## src/rtl/uart_ctl.sv

```systemverilog
module uart_ctl #(
  parameter int DIV_W = 12,
  parameter int AW    = 6
) (
  input  logic        clk,
  input  logic        rst_n,
  input  logic        wr_en,
  input  logic        rd_en,
  input  logic [2:0]  addr,
  input  logic [31:0] wdata,
  output logic [31:0] rdata,
  input  logic        rx_i,
  output logic        tx_o
);
  localparam int DEPTH = 1 << AW;

  logic [31:0] ctrl_q;
  logic [DIV_W-1:0] bcnt;
  logic [7:0] tmem [DEPTH];
  logic [7:0] rmem [DEPTH];
  logic [AW:0] twp, trp, rwp, rrp;
  logic [11:0] tsh;
  logic [3:0]  tbits, ridx;
  logic [1:0]  tq, rq, rs;
  logic [7:0]  rsh;
  logic        rbusy, rpx, perr, ferr, werr;
  logic [11:0] tframe;

  wire [DIV_W-1:0] div = ctrl_q[DIV_W-1:0];
  wire tick   = bcnt >= div;
  wire wr_tx  = wr_en && addr == 3'd0;
  wire wr_ctl = wr_en && addr == 3'd2;
  wire rd_rx  = rd_en && addr == 3'd1;
  wire txrst  = wr_ctl && wdata[22];
  wire rxrst  = wr_ctl && wdata[23];
  wire clrerr = wr_ctl && wdata[24];

  wire [3:0] clen = 4'd8 - {2'b00, ctrl_q[21:20]};
  wire pen  = ctrl_q[19];
  wire podd = ctrl_q[18];
  wire stp2 = ctrl_q[16];
  wire r    = rs[1];

  wire [AW:0] tcnt = twp - trp;
  wire [AW:0] rcnt = rwp - rrp;
  wire tfull  = tcnt[AW];
  wire tempty = tcnt == '0;
  wire rfull  = rcnt[AW];
  wire rempty = rcnt == '0;
  wire tbusy  = tbits != 4'd0;

  wire [7:0] tdm  = tmem[trp[AW-1:0]] & (8'hFF >> ctrl_q[21:20]);
  wire [3:0] tlen = 4'd2 + clen + {3'b000, pen} + {3'b000, stp2};
  wire tstart = tick && !tbusy && !tempty && ctrl_q[12];

  wire [3:0] sidx  = clen + 4'd1 + {3'b000, pen};
  wire rsample = tick && rbusy && rq == 2'd2;
  wire rpush   = rsample && ridx == sidx && !rfull;
  wire [7:0] rbyte = rsh >> (4'd8 - clen);

  always_comb begin
    tframe = '1;
    tframe[0] = 1'b0;
    for (int i = 0; i < 8; i++)
      if (4'(i) < clen) tframe[i+1] = tdm[i];
    if (pen) tframe[clen + 4'd1] = ^tdm ^ podd;
  end

  assign tx_o = (tbusy ? tsh[0] : 1'b1) ^ ctrl_q[26];

  always_comb begin
    rdata = '0;
    case (addr)
      3'd1: rdata = rempty ? 32'd0 : {24'd0, rmem[rrp[AW-1:0]]};
      3'd2: rdata = ctrl_q;
      3'd3: begin
        rdata[6:0]  = 7'(rcnt);
        rdata[14:8] = 7'(tcnt);
        rdata[16] = perr;
        rdata[17] = ferr;
        rdata[18] = werr;
        rdata[19] = rfull;
        rdata[20] = rempty;
        rdata[21] = tfull;
        rdata[22] = tempty;
        rdata[25] = tbusy;
        rdata[26] = rbusy;
      end
      default: rdata = '0;
    endcase
  end

  always_ff @(posedge clk) begin
    if (wr_tx && !tfull) tmem[twp[AW-1:0]] <= wdata[7:0];
    if (rpush) rmem[rwp[AW-1:0]] <= rbyte;
  end

  always_ff @(posedge clk or negedge rst_n) begin
    if (!rst_n) begin
      ctrl_q <= '0; bcnt <= '0; rs <= 2'b11;
      twp <= '0; trp <= '0; rwp <= '0; rrp <= '0;
      tsh <= '1; tbits <= '0; tq <= '0;
      rbusy <= 1'b0; rq <= '0; ridx <= '0; rsh <= '0; rpx <= 1'b0;
      perr <= 1'b0; ferr <= 1'b0; werr <= 1'b0;
    end else begin
      rs   <= {rs[0], rx_i ^ ctrl_q[25]};
      bcnt <= tick ? '0 : bcnt + 1'b1;
      if (wr_ctl) ctrl_q <= wdata & ~32'h01C0_0000;

      if (wr_tx) begin
        if (tfull) werr <= 1'b1;
        else twp <= twp + 1'b1;
      end

      if (tstart) begin
        tsh <= tframe; tbits <= tlen; tq <= '0; trp <= trp + 1'b1;
      end else if (tick && tbusy) begin
        tq <= tq + 1'b1;
        if (tq == 2'd3) begin
          tsh <= {1'b1, tsh[11:1]};
          tbits <= tbits - 1'b1;
        end
      end

      if (rd_rx && !rempty) rrp <= rrp + 1'b1;

      if (tick) begin
        if (!rbusy) begin
          if (ctrl_q[13] && !r) begin
            rbusy <= 1'b1; rq <= 2'd1; ridx <= '0; rpx <= 1'b0;
          end
        end else begin
          rq <= rq + 1'b1;
          if (rq == 2'd2) begin
            ridx <= ridx + 1'b1;
            if (ridx == 4'd0) begin
              if (r) rbusy <= 1'b0;
            end else if (ridx <= clen) begin
              rsh <= {r, rsh[7:1]};
              rpx <= rpx ^ r;
            end else if (ridx != sidx) begin
              if ((rpx ^ r) != podd) perr <= 1'b1;
            end else begin
              if (!r) ferr <= 1'b1;
              if (!rfull) rwp <= rwp + 1'b1;
              rbusy <= 1'b0;
            end
          end
        end
      end

      if (txrst) begin twp <= '0; trp <= '0; tbits <= '0; end
      if (rxrst) begin rwp <= '0; rrp <= '0; rbusy <= 1'b0; end
      if (clrerr) begin perr <= 1'b0; ferr <= 1'b0; werr <= 1'b0; end
    end
  end
endmodule

```

## config.mk

```make
export PLATFORM = sky130hd
export DESIGN_NAME = uart_ctl
export DESIGN_NICKNAME = d
export VERILOG_FILES = /design/src/rtl/uart_ctl.sv
export SDC_FILE = /design/constraint.sdc
export NUM_CORES = 1
export LEC_CHECK = 0
export BUFFER_PORTS_ARGS = -buffer_cell sky130_fd_sc_hd__buf_2
export CORE_ASPECT_RATIO = 1.1
export CORE_MARGIN = 5
export CORE_UTILIZATION = 55
export CTS_CLUSTER_DIAMETER = 150
export DETAILED_ROUTE_END_ITERATION = 8
export GPL_ROUTABILITY_DRIVEN = 0
export PLACE_DENSITY = 0.81
export SLEW_MARGIN = 10
export SYNTH_ARGS = -nofsm -noshare
export SYNTH_HDL_FRONTEND = slang
export SYNTH_SLANG_ARGS = --single-unit
```

## constraint.sdc

```tcl
create_clock -name clk -period 7.2 [get_ports clk]
set_clock_uncertainty 0.2 [all_clocks]
set_input_delay 0.72 -clock clk [delete_from_list [all_inputs] [get_ports clk]]
set_output_delay 0.72 -clock clk [all_outputs]
set_load 0.02 [all_outputs]
```

==> run summary, run 1 <==
Largest family of logic cells by synthesized area: multiplexers. The worst endpoint data arrival time is 4.88 ns, and the xor/xnor cell area share of the yosys netlist is 1.08%. Summing all flip-flop and latch instances after layout gives 0.0335 mm^2. For this run, the leading register cell type out of synthesis is sky130_fd_sc_hd__edfxtp_1.

The number of port buffers is 70. The tools report the maximum clock frequency as 172 MHz. The transition at the pin with the smallest max-transition slack is 1.36 ns.

The worst setup path is captured at an output pin. The combinational share of power was 23.2%. The final count of negative-setup-slack endpoints is 0, and the standard-cell row count is 112. The clock slew seen by the registers of the worst setup and hold paths came out at 0.07 ns. The finished cells cover 0.0517 mm^2. Counting the fill cells in the layout gives 5750. The tools report the first-pass GRT wire length as 174000 um. Counting flops with an async set or reset pin after synthesis yields a share of 9.54%. Yosys printed 0 warnings. For the via count of the first global-routing pass, the log shows 25900.

Internal power comes to 0.0123 W. Summing the areas of all and, or, nand and nor instances in the mapped netlist gives 5.18% of the synthesized area. The master cell of the clock root buffer was sky130_fd_sc_hd__clkbuf_16. After global routing the overflow that remains totals 0. The tools report the clock latency at the later pin of the worst-skew pair as 0.67 ns. Summing internal, switching and leakage power gives 0.0171 W. Post-DP HPWL: 70200 um. The number of placed cells counting well taps came out at 3668. Setup repair after global routing left no endpoint under its margin. Sorting the synthesized cells by area gives the leading types as sky130_fd_sc_hd__edfxtp_1, sky130_fd_sc_hd__mux4_2, sky130_fd_sc_hd__dfrtp_1, sky130_fd_sc_hd__nor2_1, sky130_fd_sc_hd__mux2i_1.

The worst pin sits at a relative slew slack of 8.62%. The count of max-cap constraint violations was 0; the post-route clock period utilization was 80.6%. The type of the worst setup path is reg2out. The synthesized instance count was 2567; the share of layout cells above drive strength 1 was 22.7%.

After synthesis, the mean cell area works out to 18.2 um^2. In the global route stage, met1 resource usage came out at 33.3%. The number of buffers added by the clock tree synthesis step is 104, and the number of design-rule violations left by the first detailed-router iteration is 4100. The core utilization of the finished layout came out at 61.1%. The run gives 17.1 nW as the reported leakage power. The run gives 2 as the number of antenna violations at the first check in global routing.

TritonCTS built the clock tree. The logs give 0 for the remaining number of nets flagged by the antenna check after routing and 0 ns for the accumulated negative setup slack. In this run switching power makes up 28.4% of total power. The synthesized design contains 1132 register bits. The analysis attributes to net switching a power of 0.00486 W. The overall track demand over capacity in global routing is 25.8%.

The nature of the critical path startpoint was a flip-flop. Routed length per placed instance: 30.4 um. After Yosys synthesis, full adders, half adders and majority gates account for 1.49% of the synthesized area. During I/O placement, the number of pins put on the boundary was 73. The number of buffers on the longest clock path is 3, and the number of hold-slack violations in the final timing report is 0.

The routed via count divided by cell count was 6.62; the wire length after detailed routing was 117000 um. The horizontal die dimension was 288 um; the largest net degree at the start of global routing was 110. In the global route stage, met2 resource usage came out at 43.7%. Subtracting the final worst setup slack from the clock period gives 5.80 ns.

For this run, the post-layout net count is 2730. VDD sags by at most 232 uV. The die height is 316 um. The number of setup buffers added after CTS is 0.

The cell type contributing the most total cell area after synthesis is sky130_fd_sc_hd__edfxtp_1. CTS saw 1132 sinks. Area occupied by multi-input gates: 0.0126 mm^2.

The power density over cell area was 332 mW/mm^2. The max-slew violation count was 0. At the worst endpoint, the required time is 6.28 ns. The fraction of the mapped netlist area in compound gates is 2.86%, and the routed via count is 25600. The area of placed instances came out at 0.0483 mm^2.

Share of the yosys chip area belonging to registers: 71.5%. The core region is 0.0846 mm^2. For met3 alone, demand over resource in global routing was 4.66%. Kind of path behind the tightest hold check: in2reg. The initial standard-cell utilization of the core was 55.3%.

For this run, design rule violations remaining after detail routing come to 0. In this run, flip-flops and latches consume 44.4% of the power. The tools report the die outline area as 0.0910 mm^2.

For the final instance count without filler cells, the log shows 3860. In this run, synthesis inferred 1024 flip-flops with an integrated enable. met2 is the most crowded layer. The post-synthesis instance area was 0.0468 mm^2; the multiplexer share of the synthesized area was 16.1%. Counting distinct cell types in the post-synthesis netlist gives 73. The run finished with clean final reports. The portion of synthesized cell area occupied by the leading cell type was 65.7%. The H-tree depth is 3. The first detailed-routing pass took 6 iterations.

Growth of design area from synthesis to finish: 10.5%. In this run the worst path has a maximum fanout of 87. The clock network accounts for 32.3% of the total power.
kinds of logic (layout without fill, tap and decap cells):
logic type	count (synthesis)	count (layout)
DFF	1132	1132
and+or+nand+nor	534	534
adders and majority gates	54	54
other	1	4
muxes	395	395
buffers and inverters	192	342
AOI/OAI and AO/OA	203	203
xor gates and xnor gates	56	56
what timing repair did:
item,in CTS,in global routing
hold endpoints to repair,42,0
hold buffers,2,0
resized for setup,0,0
path summary, 6_finish.rpt:
path	startpoint	depth (start not counted)	end	slack [ns]
worst max register to register	ctrl_q[20]$_DFFE_PN0P_	11	rmem[11][7]$_DFFE_PP_	1.49
min in group asynchronous	rst_n	2	tq[0]$_DFFE_PN0P_	0.44
worst max-delay path	rrp[1]$_DFFE_PN0P_	12	rdata[1]	1.40
worst min-delay path	wdata[24]	2	ferr$_DFFE_PN0P_	0.07
max in group asynchronous	rst_n	3	bcnt[4]$_DFF_PN0_	5.13
worst min register to register	rs[0]$_DFF_PN1_	0	rs[1]$_DFF_PN1_	0.16
per-stage QoR:
stage,worst slack [ns],hold WS (ns)
after floorplan,1.89,0.145
after global placement,1.88,0.151
after detailed placement,1.69,0.150
after CTS,1.52,0.0456
after global routing,1.14,0.0599
final,1.40,0.0668
cells in the mapped netlist (all sizes together) (20+ instances only):
library cell and n:
dfrtp 94, ha 51, clkbuf 83, mux4 283, nand2 136, nor2 222, and2 20, a21oi 44
mux2 42, mux2i 70, nand3 31, buf 55, inv 53, o21ai 50, nor3 22, xor2 24
edfxtp 1024, xnor2 31
layer usage:
metal | up-vias | routed length, um
li1 | 10300 | -
met1 | 13100 | 40900
met2 | 1735 | 59500
met3 | 367 | 10800
met4 | 0 | 6330
met5 | - | 0
final cells by class:
cell class	instances	share of cell area, %
clock inverter	53	1.22
multi-input combinational	1244	24.3
sequential	1132	64.8
timing repair buffer	100	1.18
antenna	2	0.00968
tap	1140	2.76
inverter	54	0.392
clock buffer	135	5.38
power groups by stage:
| stage | logic (W) | clock network [W] | registers [W] |
|---|---|---|---|
| after floorplan | 0.00304 | 0 | 0.00749 |
| after global placement | 0.00378 | 0 | 0.00772 |
| after detailed placement | 0.00386 | 0 | 0.00774 |
| after CTS | 0.00395 | 0.00558 | 0.00761 |
| after global routing | 0.00420 | 0.00589 | 0.00765 |
| final | 0.00399 | 0.00554 | 0.00762 |
flip-flops by register name, summed over array words and instances (netlist names):
register,count
rq,2
tbits,4
rs,2
rbusy,1
werr,1
rwp,7
twp,7
ctrl_q,29
trp,7
tmem,512
tq,2
rsh,8
ferr,1
tsh,12
perr,1
rpx,1
rrp,7
bcnt,12
ridx,4
rmem,512
layout by cell type (no fill, tap or decap), drive strengths merged, types with 44 or more instances in the layout:
cell,count
mux4,283
a21oi,44
inv,56
ha,51
nand2,136
clkbuf,135
nor2,222
o21ai,50
edfxtp,1024
dfrtp,94
mux2i,70
buf,98
worst max-delay path: stages, from the launching register on:
cell                       delay [ns]
sky130_fd_sc_hd__dfrtp_4         1.25
sky130_fd_sc_hd__fa_1            0.39
sky130_fd_sc_hd__nor2b_1         0.06
sky130_fd_sc_hd__o21ai_0         0.21
sky130_fd_sc_hd__a21boi_0        0.15
sky130_fd_sc_hd__o21ai_0         0.18
sky130_fd_sc_hd__nand2b_1        0.09
sky130_fd_sc_hd__xnor2_1         0.67
sky130_fd_sc_hd__o311ai_1        0.24
sky130_fd_sc_hd__buf_4           0.23
sky130_fd_sc_hd__nand2b_1        0.15
sky130_fd_sc_hd__o21ai_0         0.27
sky130_fd_sc_hd__buf_2           0.29
(Power assumes the default switching activity.)
==> inputs of run 2 (changes only) <==
clock period = 5.45 ns   (was 7.2 ns; I/O delays follow)
==> run 2 against run 1 <==
  * Sequential cell count is the same
  * Die area is the same
  * Register-to-register slack lost 1.0 ns
  * Routed wire length shrank 0.49%
==> run summary, run 2 (synthesis results as in run 1) <==
The die height came out at 316 um. STA puts the critical path data arrival time at 4.40 ns. Static timing analysis puts the maximum clock frequency at 194 MHz.

The worst setup path is captured at an output pin. The minimum setup slack among reg-to-reg paths came out at 0.48 ns. The cell type of the slowest stage on the worst timing path was sky130_fd_sc_hd__o311ai_2. For this run, the slowest stage of the critical path takes 0.93 ns. The wire length after detailed routing came out at 117000 um. Setup slack closes at 0.307 ns.

For the pin with the worst max-slew slack, the measured transition is 1.44 ns. The growth of design area from synthesis to finish was 11.8%; the clock slew seen by the registers of the worst setup and hold paths was 0.07 ns. The H-tree was split into 3 levels.

The clock reaches the later pin of the worst-skew pair after 0.68 ns. The die covers 0.0910 mm^2. For this run, the total global-route usage over all layers was measured as 25.6%. The critical path in this run is classified as reg2out.

Horizontal die dimension: 288 um. The first detailed-routing pass ran for 6 iterations. The tools report the number of buffers added by the clock tree synthesis step as 106. The floorplan has 112 rows.

No sink is reached through more buffers than the 3 on the longest clock path. The power density over cell area works out to 440 mW/mm^2. In this run the most critical hold path is launched from wdata[23]. The final critical path takes up 94.4% of the cycle. The worst slack at placement is 0.643 ns, and the number of instances on the worst hold path is 4.

At the worst endpoint, the required time is 4.70 ns. The library cell used most frequently in the layout, excluding fill and tap cells, is sky130_fd_sc_hd__edfxtp_1. The worst register-to-register path begins at ctrl_q[21]$_DFFE_PN0P_.

By instance count, the cell type seen most on the critical path is sky130_fd_sc_hd__o21ai_0. Net total in the final layout: 2780. Cells with a size suffix above 1 make up 23.6% of the layout. The tightest min-delay check is of the in2reg type. The time the worst path needs with I/O delays and setup is 5.14 ns.

The capture instance of the worst register-to-register path is rmem[19][6]$_DFFE_PP_. In this run the tool buffered the top-level ports with 70 buffer cells. On the critical path the largest part of the delay comes from compound AO/OA/AOI/OAI gates. The routed length per placed instance is 29.8 um. On the final layout, the worst hold slack is 0.0975 ns. For the max-slew violation count, the log shows 0. The final count of negative-setup-slack endpoints is 0. The routed layout has 25600 vias. In the layout the commonest cells are sky130_fd_sc_hd__edfxtp_1, sky130_fd_sc_hd__mux4_2, sky130_fd_sc_hd__nor2_1.

The number of antenna violations at the first check in global routing was 0; the reported leakage power was 17.5 nW. Across the VDD grid, the largest voltage drop is 432 uV. Entering global routing, the biggest net connects 133 pins. The first global-routing pass estimated 173000 um of wire. The total global routing overflow is 0, and the number of clock sinks seen by CTS is 1132. The critical path goes through inv_1 > ha_1 > fa_1 > nor2b_1 > o21ai_0 > a21boi_0 > o21ai_0 > nand2b_1 > xnor2_1 > o311ai_2 > nand2b_1 > o21ai_0 > buf_2. After the first detailed-routing iteration, the DRC count stood at 3342. Dividing the detail-routed via count by the number of cells gives 6.54. Summed over all failing endpoints, the final setup total negative slack is 0 ns.

Detailed placement ended at an HPWL of 69200 um. The worst setup path is launched from a flip-flop. The run finished with clean final reports.

For the number of top-level design ports, the log shows 73. The DRC violation count after routing was 0. Setup repair after global routing left no endpoint under its margin.

The tools report the via count of the first global-routing pass as 26100. The master cell of the clock root buffer was sky130_fd_sc_hd__clkbuf_16. Once detail routing completed, the nets flagged for antenna violations numbered 0.

The tools report the number of hold-slack violations in the final timing report as 0. TritonCTS built the clock tree. In this run the tightest slew margin relative to its limit is 3.17%. The region available for standard cell placement spans 0.0846 mm^2. The number of cells on the worst reg-to-reg path is 10.

In this run the worst path has a maximum fanout of 12. For the initial standard-cell utilization of the core, the log shows 55.3%. The tools report the antenna cell count as 0.

The buffers plus inverters on the worst setup path works out to 2. The tool flagged a number of max-cap violations equal to 0. The tools report the worst-case hold path end point as rwp[4]$_DFFE_PN0P_.
[run 2: worst max-delay path by stage]
stage	start	end	slack, ns	depth (start not counted)
after floorplan	ctrl_q[20]$_DFFE_PN0P_	rmem[0][6]$_DFFE_PP_	0.14	6
after global placement	ctrl_q[21]$_DFFE_PN0P_	rmem[17][1]$_DFFE_PP_	0.78	10
after detailed placement	ctrl_q[21]$_DFFE_PN0P_	rmem[19][5]$_DFFE_PP_	0.64	10
after CTS	rwp[0]$_DFFE_PN0P_	rdata[1]	0.40	13
after global routing	rwp[0]$_DFFE_PN0P_	rdata[1]	0.15	13
final	rwp[0]$_DFFE_PN0P_	rdata[1]	0.31	13
[run 2: worst reg2reg max path, stage by stage (launching register included)]
cell and delay [ns]:
sky130_fd_sc_hd__dfrtp_1 0.45, sky130_fd_sc_hd__inv_1 0.21, sky130_fd_sc_hd__ha_1 0.47, sky130_fd_sc_hd__inv_1 0.21
sky130_fd_sc_hd__ha_1 0.43, sky130_fd_sc_hd__xor2_1 0.23, sky130_fd_sc_hd__nand4_1 0.13, sky130_fd_sc_hd__o21ai_0 0.11
sky130_fd_sc_hd__and3_1 0.30, sky130_fd_sc_hd__or4b_2 1.10, sky130_fd_sc_hd__nor2_1 0.80
[run 2: per-layer routing]
layer / routed length [um] / track usage, % / vias to the layer above
li1: - / - / 10400
met1: 40600 / 33.0 / 13100
met4: 7150 / 12.1 / 0
met3: 10000 / 4.19 / 382
met2: 59100 / 43.3 / 1705
met5: 0 / 0 / -
[run 2: power by group]
part           total, W  switching [W]  internal (W)
Clock           0.00767        0.00326       0.00441
Sequential      0.00991       0.000288       0.00962
Combinational   0.00546        0.00300       0.00246
Total            0.0230        0.00655        0.0165
[run 2: final cells by class]
| class | count | area (um^2) |
|---|---|---|
| clock inverters | 72 | 843 |
| fillers | 5607 | 32300 |
| flip-flops and latches | 1132 | 33500 |
| inverters | 54 | 203 |
| multi-input cells | 1244 | 12500 |
| well taps | 1140 | 1430 |
| repair buffers | 148 | 1060 |
| clock buffers | 127 | 2770 |
[run 2: timing repair]
| item | 4_1_cts | 5_1_grt |
|---|---|---|
| endpoints found under the hold margin | 75 | 0 |
| gates resized for setup | 0 | 0 |
| hold buffers | 24 | 0 |
| endpoints found under the setup margin | 0 | 0 |
| buffers inserted | 0 | 0 |
[run 2: per-stage QoR]
step	std cells	util, %	total power [W]	area, um^2
detailed placement	3694	57.3	0.0154	48500
global placement	3694	57.3	0.0153	48500
CTS	3917	61.8	0.0230	52300
finish	3917	61.8	0.0230	52300
global route	3917	61.8	0.0238	52300
floorplan	2568	-	0.0139	46800
